--- config.mk ---
export PLATFORM = sky130hd
export DESIGN_NAME = lpm_ctrl
export DESIGN_NICKNAME = d
export VERILOG_FILES = /design/src/rtl/lpm_pkg.sv /design/src/rtl/lpm_pcr.sv /design/src/rtl/lpm_fall_det.sv /design/src/rtl/lpm_wake_sel.sv /design/src/rtl/lpm_ctrl.sv
export SDC_FILE = /design/constraint.sdc
export NUM_CORES = 1
export LEC_CHECK = 0
export BUFFER_PORTS_ARGS = -buffer_cell sky130_fd_sc_hd__buf_4
export CORE_MARGIN = 2
export CORE_UTILIZATION = 42
export CTS_BUF_LIST = sky130_fd_sc_hd__clkbuf_2
export CTS_CLUSTER_SIZE = 28
export DETAILED_ROUTE_END_ITERATION = 10
export GPL_ROUTABILITY_DRIVEN = 0
export PLACE_DENSITY_LB_ADDON = 0.12
export SLEW_MARGIN = 15
export SYNTH_ARGS = -nofsm -noshare
export SYNTH_HDL_FRONTEND = slang
export SYNTH_HIERARCHICAL = 1
export SYNTH_SLANG_ARGS = --single-unit
--- constraint.sdc ---
create_clock -name clk_i -period 1.65 [get_ports clk_i]
set_clock_uncertainty 0.2 [all_clocks]
set_input_delay 0.0825 -clock clk_i [delete_from_list [all_inputs] [get_ports clk_i]]
set_output_delay 0.0825 -clock clk_i [all_outputs]
set_load 0.02 [all_outputs]
--- src/rtl/lpm_pkg.sv ---
package lpm_pkg;
  typedef enum logic [2:0] {
    M_RUN   = 3'd0,
    M_IDLE  = 3'd1,
    M_PD    = 3'd2,
    M_HPD   = 3'd3,
    M_OSCW  = 3'd4
  } mode_e;

  typedef enum logic [1:0] {
    RK_RESTART  = 2'd0,
    RK_VECTOR   = 2'd1,
    RK_CONTINUE = 2'd2
  } resume_e;

  localparam int PCR_W = 4;

  // bit order is the software-visible layout
  typedef struct packed {
    logic flt;
    logic hpd;
    logic pd;
    logic idle;
  } pcr_t;
endpackage

--- src/rtl/lpm_pcr.sv ---
module lpm_pcr
  import lpm_pkg::*;
(
  input  logic clk_i,
  input  logic rst_ni,
  input  logic wr_en_i,
  input  pcr_t wr_data_i,
  input  logic clr_sleep_i,
  output pcr_t pcr_o
);
  pcr_t pcr_q;

  always_ff @(posedge clk_i or negedge rst_ni) begin
    if (!rst_ni) begin
      pcr_q <= '0;
    end else if (wr_en_i) begin
      pcr_q <= wr_data_i;
    end else if (clr_sleep_i) begin
      pcr_q.idle <= 1'b0;
      pcr_q.pd   <= 1'b0;
    end
  end

  assign pcr_o = pcr_q;
endmodule

--- src/rtl/lpm_fall_det.sv ---
module lpm_fall_det #(
  parameter int STAGES = 2
) (
  input  logic clk_i,
  input  logic rst_ni,
  input  logic d_i,
  output logic fall_o
);
  localparam int LAST = STAGES - 1;

  logic [LAST:0] sync_q;

  // reset low so a high input after reset never looks like a fall
  always_ff @(posedge clk_i or negedge rst_ni) begin
    if (!rst_ni) sync_q[0] <= 1'b0;
    else         sync_q[0] <= d_i;
  end

  for (genvar g = 1; g < STAGES; g++) begin : g_sync
    always_ff @(posedge clk_i or negedge rst_ni) begin
      if (!rst_ni) sync_q[g] <= 1'b0;
      else         sync_q[g] <= sync_q[g-1];
    end
  end

  if (STAGES == 1) begin : g_one
    logic prev_q;
    always_ff @(posedge clk_i or negedge rst_ni) begin
      if (!rst_ni) prev_q <= 1'b0;
      else         prev_q <= sync_q[0];
    end
    assign fall_o = prev_q & ~sync_q[0];
  end else begin : g_many
    assign fall_o = sync_q[LAST] & ~sync_q[LAST-1];
  end
endmodule

--- src/rtl/lpm_wake_sel.sv ---
module lpm_wake_sel
  import lpm_pkg::*;
#(
  parameter int NUM_IRQ = 6
) (
  input  logic [NUM_IRQ-1:0] irq_i,
  input  logic [NUM_IRQ-1:0] irq_en_i,
  output logic               wake_o,
  output resume_e            kind_o
);
  assign wake_o = |irq_i;
  assign kind_o = (|(irq_i & irq_en_i)) ? RK_VECTOR : RK_CONTINUE;
endmodule

--- src/rtl/lpm_ctrl.sv ---
module lpm_ctrl
  import lpm_pkg::*;
#(
  parameter int NUM_IRQ  = 6,
  parameter int PFD_SYNC = 2
) (
  input  logic               clk_i,
  input  logic               rst_ni,
  input  logic               wr_en_i,
  input  logic [PCR_W-1:0]   wr_data_i,
  input  logic               pwr_fail_ni,
  input  logic [NUM_IRQ-1:0] irq_i,
  input  logic [NUM_IRQ-1:0] irq_en_i,
  input  logic               osc_ready_i,
  output logic               cpu_run_o,
  output logic               osc_en_o,
  output logic               port_float_o,
  output logic [2:0]         mode_o,
  output logic               resume_valid_o,
  output logic [1:0]         resume_kind_o
);
  mode_e   st_q, st_d;
  pcr_t    pcr;
  logic    pf_fall, wake, clr_sleep, wr_ok, sleeping;
  resume_e wake_kind, kind_q;
  logic    valid_q;

  assign wr_ok    = wr_en_i && (st_q == M_RUN);
  assign sleeping = (st_q == M_IDLE) || (st_q == M_PD);

  lpm_pcr u_pcr (
    .clk_i       (clk_i),
    .rst_ni      (rst_ni),
    .wr_en_i     (wr_ok),
    .wr_data_i   (pcr_t'(wr_data_i)),
    .clr_sleep_i (clr_sleep),
    .pcr_o       (pcr)
  );

  lpm_fall_det #(.STAGES(PFD_SYNC)) u_pfd (
    .clk_i  (clk_i),
    .rst_ni (rst_ni),
    .d_i    (pwr_fail_ni),
    .fall_o (pf_fall)
  );

  lpm_wake_sel #(.NUM_IRQ(NUM_IRQ)) u_wake (
    .irq_i    (irq_i),
    .irq_en_i (irq_en_i),
    .wake_o   (wake),
    .kind_o   (wake_kind)
  );

  always_comb begin
    st_d = st_q;
    unique case (st_q)
      M_RUN: begin
        if (pcr.pd)        st_d = M_PD;   // deep sleep outranks light sleep
        else if (pcr.idle) st_d = M_IDLE;
      end
      M_IDLE:  if (wake)        st_d = M_RUN;
      M_PD:    if (wake)        st_d = M_OSCW;
      M_OSCW:  if (osc_ready_i) st_d = M_RUN;
      M_HPD:   st_d = M_HPD;
      default: st_d = M_RUN;
    endcase
    if (pcr.hpd && pf_fall && st_q != M_HPD) st_d = M_HPD;
  end

  assign clr_sleep = sleeping && (st_d != st_q);

  always_ff @(posedge clk_i or negedge rst_ni) begin
    if (!rst_ni) begin
      st_q    <= M_RUN;
      valid_q <= 1'b1;
      kind_q  <= RK_RESTART;
    end else begin
      st_q    <= st_d;
      valid_q <= (st_d == M_RUN) && (st_q != M_RUN);
      if (sleeping && wake && st_d != M_HPD) kind_q <= wake_kind;
    end
  end

  assign cpu_run_o      = (st_q == M_RUN);
  assign osc_en_o       = (st_q == M_RUN) || (st_q == M_IDLE) || (st_q == M_OSCW);
  assign port_float_o   = pcr.flt && ((st_q == M_PD) || (st_q == M_HPD));
  assign mode_o         = st_q;
  assign resume_valid_o = valid_q;
  assign resume_kind_o  = kind_q;
endmodule

==> flow_metrics.tcl <==
set metrics [dict create \
    crit_path_end_kind "flip-flop" \
    setup_ws_ns 0.0201 \
    critPathArrivalTime_ns 1.59 \
    fin_nets 140 \
    start_util_pct 44.2 \
    ff2ff_setup_slack_ns 0.02 \
    slew_violations 0 \
    fin_crit_ns 1.63 \
    yosysUniqueCellTypes 30 \
    rsz0062_at_grt "true" \
    dp_hpwl_um 1130 \
    antenna_found_initial 0 \
    ir_worst_vdd_v 0.000529 \
    r2r_cells 4 \
    whs_endpoint "mode_o[2]" \
    nFillCells 104 \
    track_usage_pct 18.5 \
    p_per_area_nw_per_um2 449 \
    tightestPinTransition_ns 0.534 \
    hold_class "primary input to flip-flop" \
    cp-start-kind "flip-flop" \
    gr-total-overflow 0 \
    portBuffers 29 \
    yosysSeqAreaShare_pct 45.8 \
    cap_violations 0 \
    p_total_mw 0.529 \
    clockBufferDepth 2 \
    clock.fmax_mhz 614 \
    dieArea_um2 1900 \
    status "finished, violations left" \
    slew_headroom_pct 64.3 \
    rr_startpoint "mode_o[1]" \
    timing.rr.end "u_pcr/pcr_o[0]" \
    failed_checks "hold timing" \
    required_ns 1.61 \
    final_core_util_pct 79.1 \
    drtIter0Drc 27 \
    clock-root-buffer "clkbuf_2" \
    drc 0 \
    avgViaCountPerCell 5.14 \
    ant_nets 0 \
    cts-htree-levels 1 \
    die_h_um 43.6 \
    syn_area_per_cell_um2 10.6 \
    cp_max_fo 4 \
    hold_viol_final 1 \
    core_area_um2 1490 \
    p_leak_nw 0.576 \
    io_pins 30 \
    ys_seq_elements 12 \
    hold_buffers 13 \
    holdWs_ns -0.0782 \
    grt_pass1_wl_um 2530 \
    dr.pass1.iters 4 \
    dp.cells 112 \
    cts_made_buffers 3 \
    cts_tree "done" \
    dieWidth_um 43.6 \
    flow.area_growth_from_synthesis_pct 78.9 \
    grt_max_degree 12 \
    crit_type "flip-flop to flip-flop" \
    routedWlPerCell_um 12.8 \
    drive_gt1_share_pct 50.8 \
    cts.sinks 12 \
    pre_cts_ws_ns 0.0132 \
    syn_area_um2 658 \
    synth_nets 83 \
    period_share_pct 98.8 \
    setup_tns_ns 0 \
    n_antenna_cell 0 \
    clock_latency_ns 0.26 \
    netlist_instances 62 \
    clk_pin_slew_ns 0.12 \
    drt-total-wl_um 1720 \
    hold_start "osc_ready_i" \
    setup_viol 0 \
    ys.warnings.count 6 \
    rows 14 \
    first_global_vias 608 \
    min_path_cells 3 \
    fin_cells 134 \
    num_vias 689 \
]
[metal layers]
layer,share of wire (%),global-route usage [%],wire [um]
met1,42,22.0,725
met2,49,29.1,842
met3,7.6,5.00,131
met4,0.99,12.1,17
met5,0,0,0
[critical path, stage by stage (launching register included)]
cell and delay [ns]:
dfrtp_2 0.45, or4b_4 0.54, o311ai_4 0.08, o211a_1 0.19, o21ai_1 0.07
[cells in the final DEF (no fill, tap or decap), drive strengths merged]
cell and n:
buf 41, dlygate4sd3 13, dfrtp 11, nand2b 5, o21ai 5, nand2 4
a22oi 4, mux2 4, nor2 3, inv 3, clkbuf 3, and2b 2
and2 2, a21oi 2, nor3 1, a32oi 1, or4b 1, a21boi 1
o311ai 1, nor3b 1, o31ai 1, xor2 1, o211a 1, and4 1
clkinv 1, dfstp 1, nor2b 1, nor4 1, nand3 1, and3 1
[per-stage QoR]
step	area, um^2	hold WS, ns
floorplan	693	-0.413
global placement	961	-0.272
detailed placement	961	-0.270
CTS	1140	-0.0906
global route	1180	-0.106
finish	1180	-0.0782
[cells in the mapped netlist]
cell type / n / share of area, %
buf_6: 2 / 3.4
o311ai_1: 1 / 1.3
and2b_2: 2 / 2.7
nor2_1: 3 / 1.7
a22oi_1: 3 / 3.4
nand2b_2: 1 / 1.3
mux2_1: 2 / 3.4
and2_1: 2 / 1.9
nor3_1: 1 / 0.76
nand3_1: 1 / 0.76
or4b_4: 1 / 2.1
a21boi_1: 1 / 1.1
inv_1: 3 / 1.7
nor3b_1: 1 / 1.1
a22oi_2: 1 / 1.9
o31ai_1: 1 / 1.1
o211a_1: 1 / 1.5
and3_1: 1 / 0.95
dfstp_2: 1 / 4.0
xor2_1: 1 / 1.3
nor4_1: 1 / 0.95
nor2b_4: 1 / 2.1
o21ai_0: 5 / 3.8
and4_1: 1 / 1.3
nand2b_1: 4 / 3.8
mux2_2: 2 / 3.4
dfrtp_1: 11 / 42
nand2_1: 4 / 2.3
a21oi_1: 2 / 1.5
a32oi_1: 1 / 1.3
[worst max-delay path by stage]
| stage | startpoint | end | slack [ns] | depth (start not counted) |
|---|---|---|---|---|
| 6_report | mode_o[1] | u_pcr/pcr_o[0] | 0.02 | 4 |
| 5_1_grt | mode_o[1] | u_pcr/pcr_o[1] | -0.02 | 4 |
| 4_1_cts | mode_o[1] | u_pcr/pcr_o[1] | 0.002 | 4 |
| 3_5_place_dp | mode_o[1] | u_pcr/pcr_o[1] | 0.01 | 4 |
| 3_3_place_gp | mode_o[1] | u_pcr/pcr_o[1] | 0.02 | 4 |
| 2_1_floorplan | mode_o[0] | u_pcr/pcr_o[0] | -0.08 | 5 |
[cells by family (layout without fill, tap and decap cells)]
logic type,after synthesis,count (layout),share of synthesized area [%]
and+or+nand+nor,24,24,23.8
AOI/OAI and AO/OA,16,16,17.1
DFF,12,12,45.8
buffers and inverters,5,61,5.13
muxes,4,4,6.84
xor gates and xnor gates,1,1,1.33
[flip-flops by register name, indices dropped and copies added, names as in the netlist]
signal,cells
u_pcr/pcr_o,4
mode_o,3
resume_kind_o,2
u_pfd/sync_q,2
resume_valid_o,1
[area by class of cell]
| cell class | count | area (um^2) | share of cell area (%) |
|---|---|---|---|
| inverter | 3 | 11.3 | 0.956 |
| tap | 16 | 20.0 | 1.70 |
| sequential | 12 | 305 | 25.9 |
| multi-input combinational | 45 | 369 | 31.3 |
| clock buffer | 3 | 15.0 | 1.28 |
| clock inverter | 1 | 3.75 | 0.319 |
| timing repair buffer | 54 | 453 | 38.5 |
[timing repair]
item,in CTS,in global routing
gates resized for setup,1,7
buffers inserted,3,2
hold endpoints to repair,19,1
endpoints found under the setup margin,5,5
pin swaps,3,4
[power by group]
group	total [mW]	leakage [nW]	switching, mW	internal [mW]
combinational	0.0821	0.416	0.0247	0.0574
clock	0.149	0.0140	0.0959	0.0527
sequential	0.298	0.147	0.00166	0.297
total	0.529	0.576	0.122	0.407
Power figures use the tool's default switching activity.
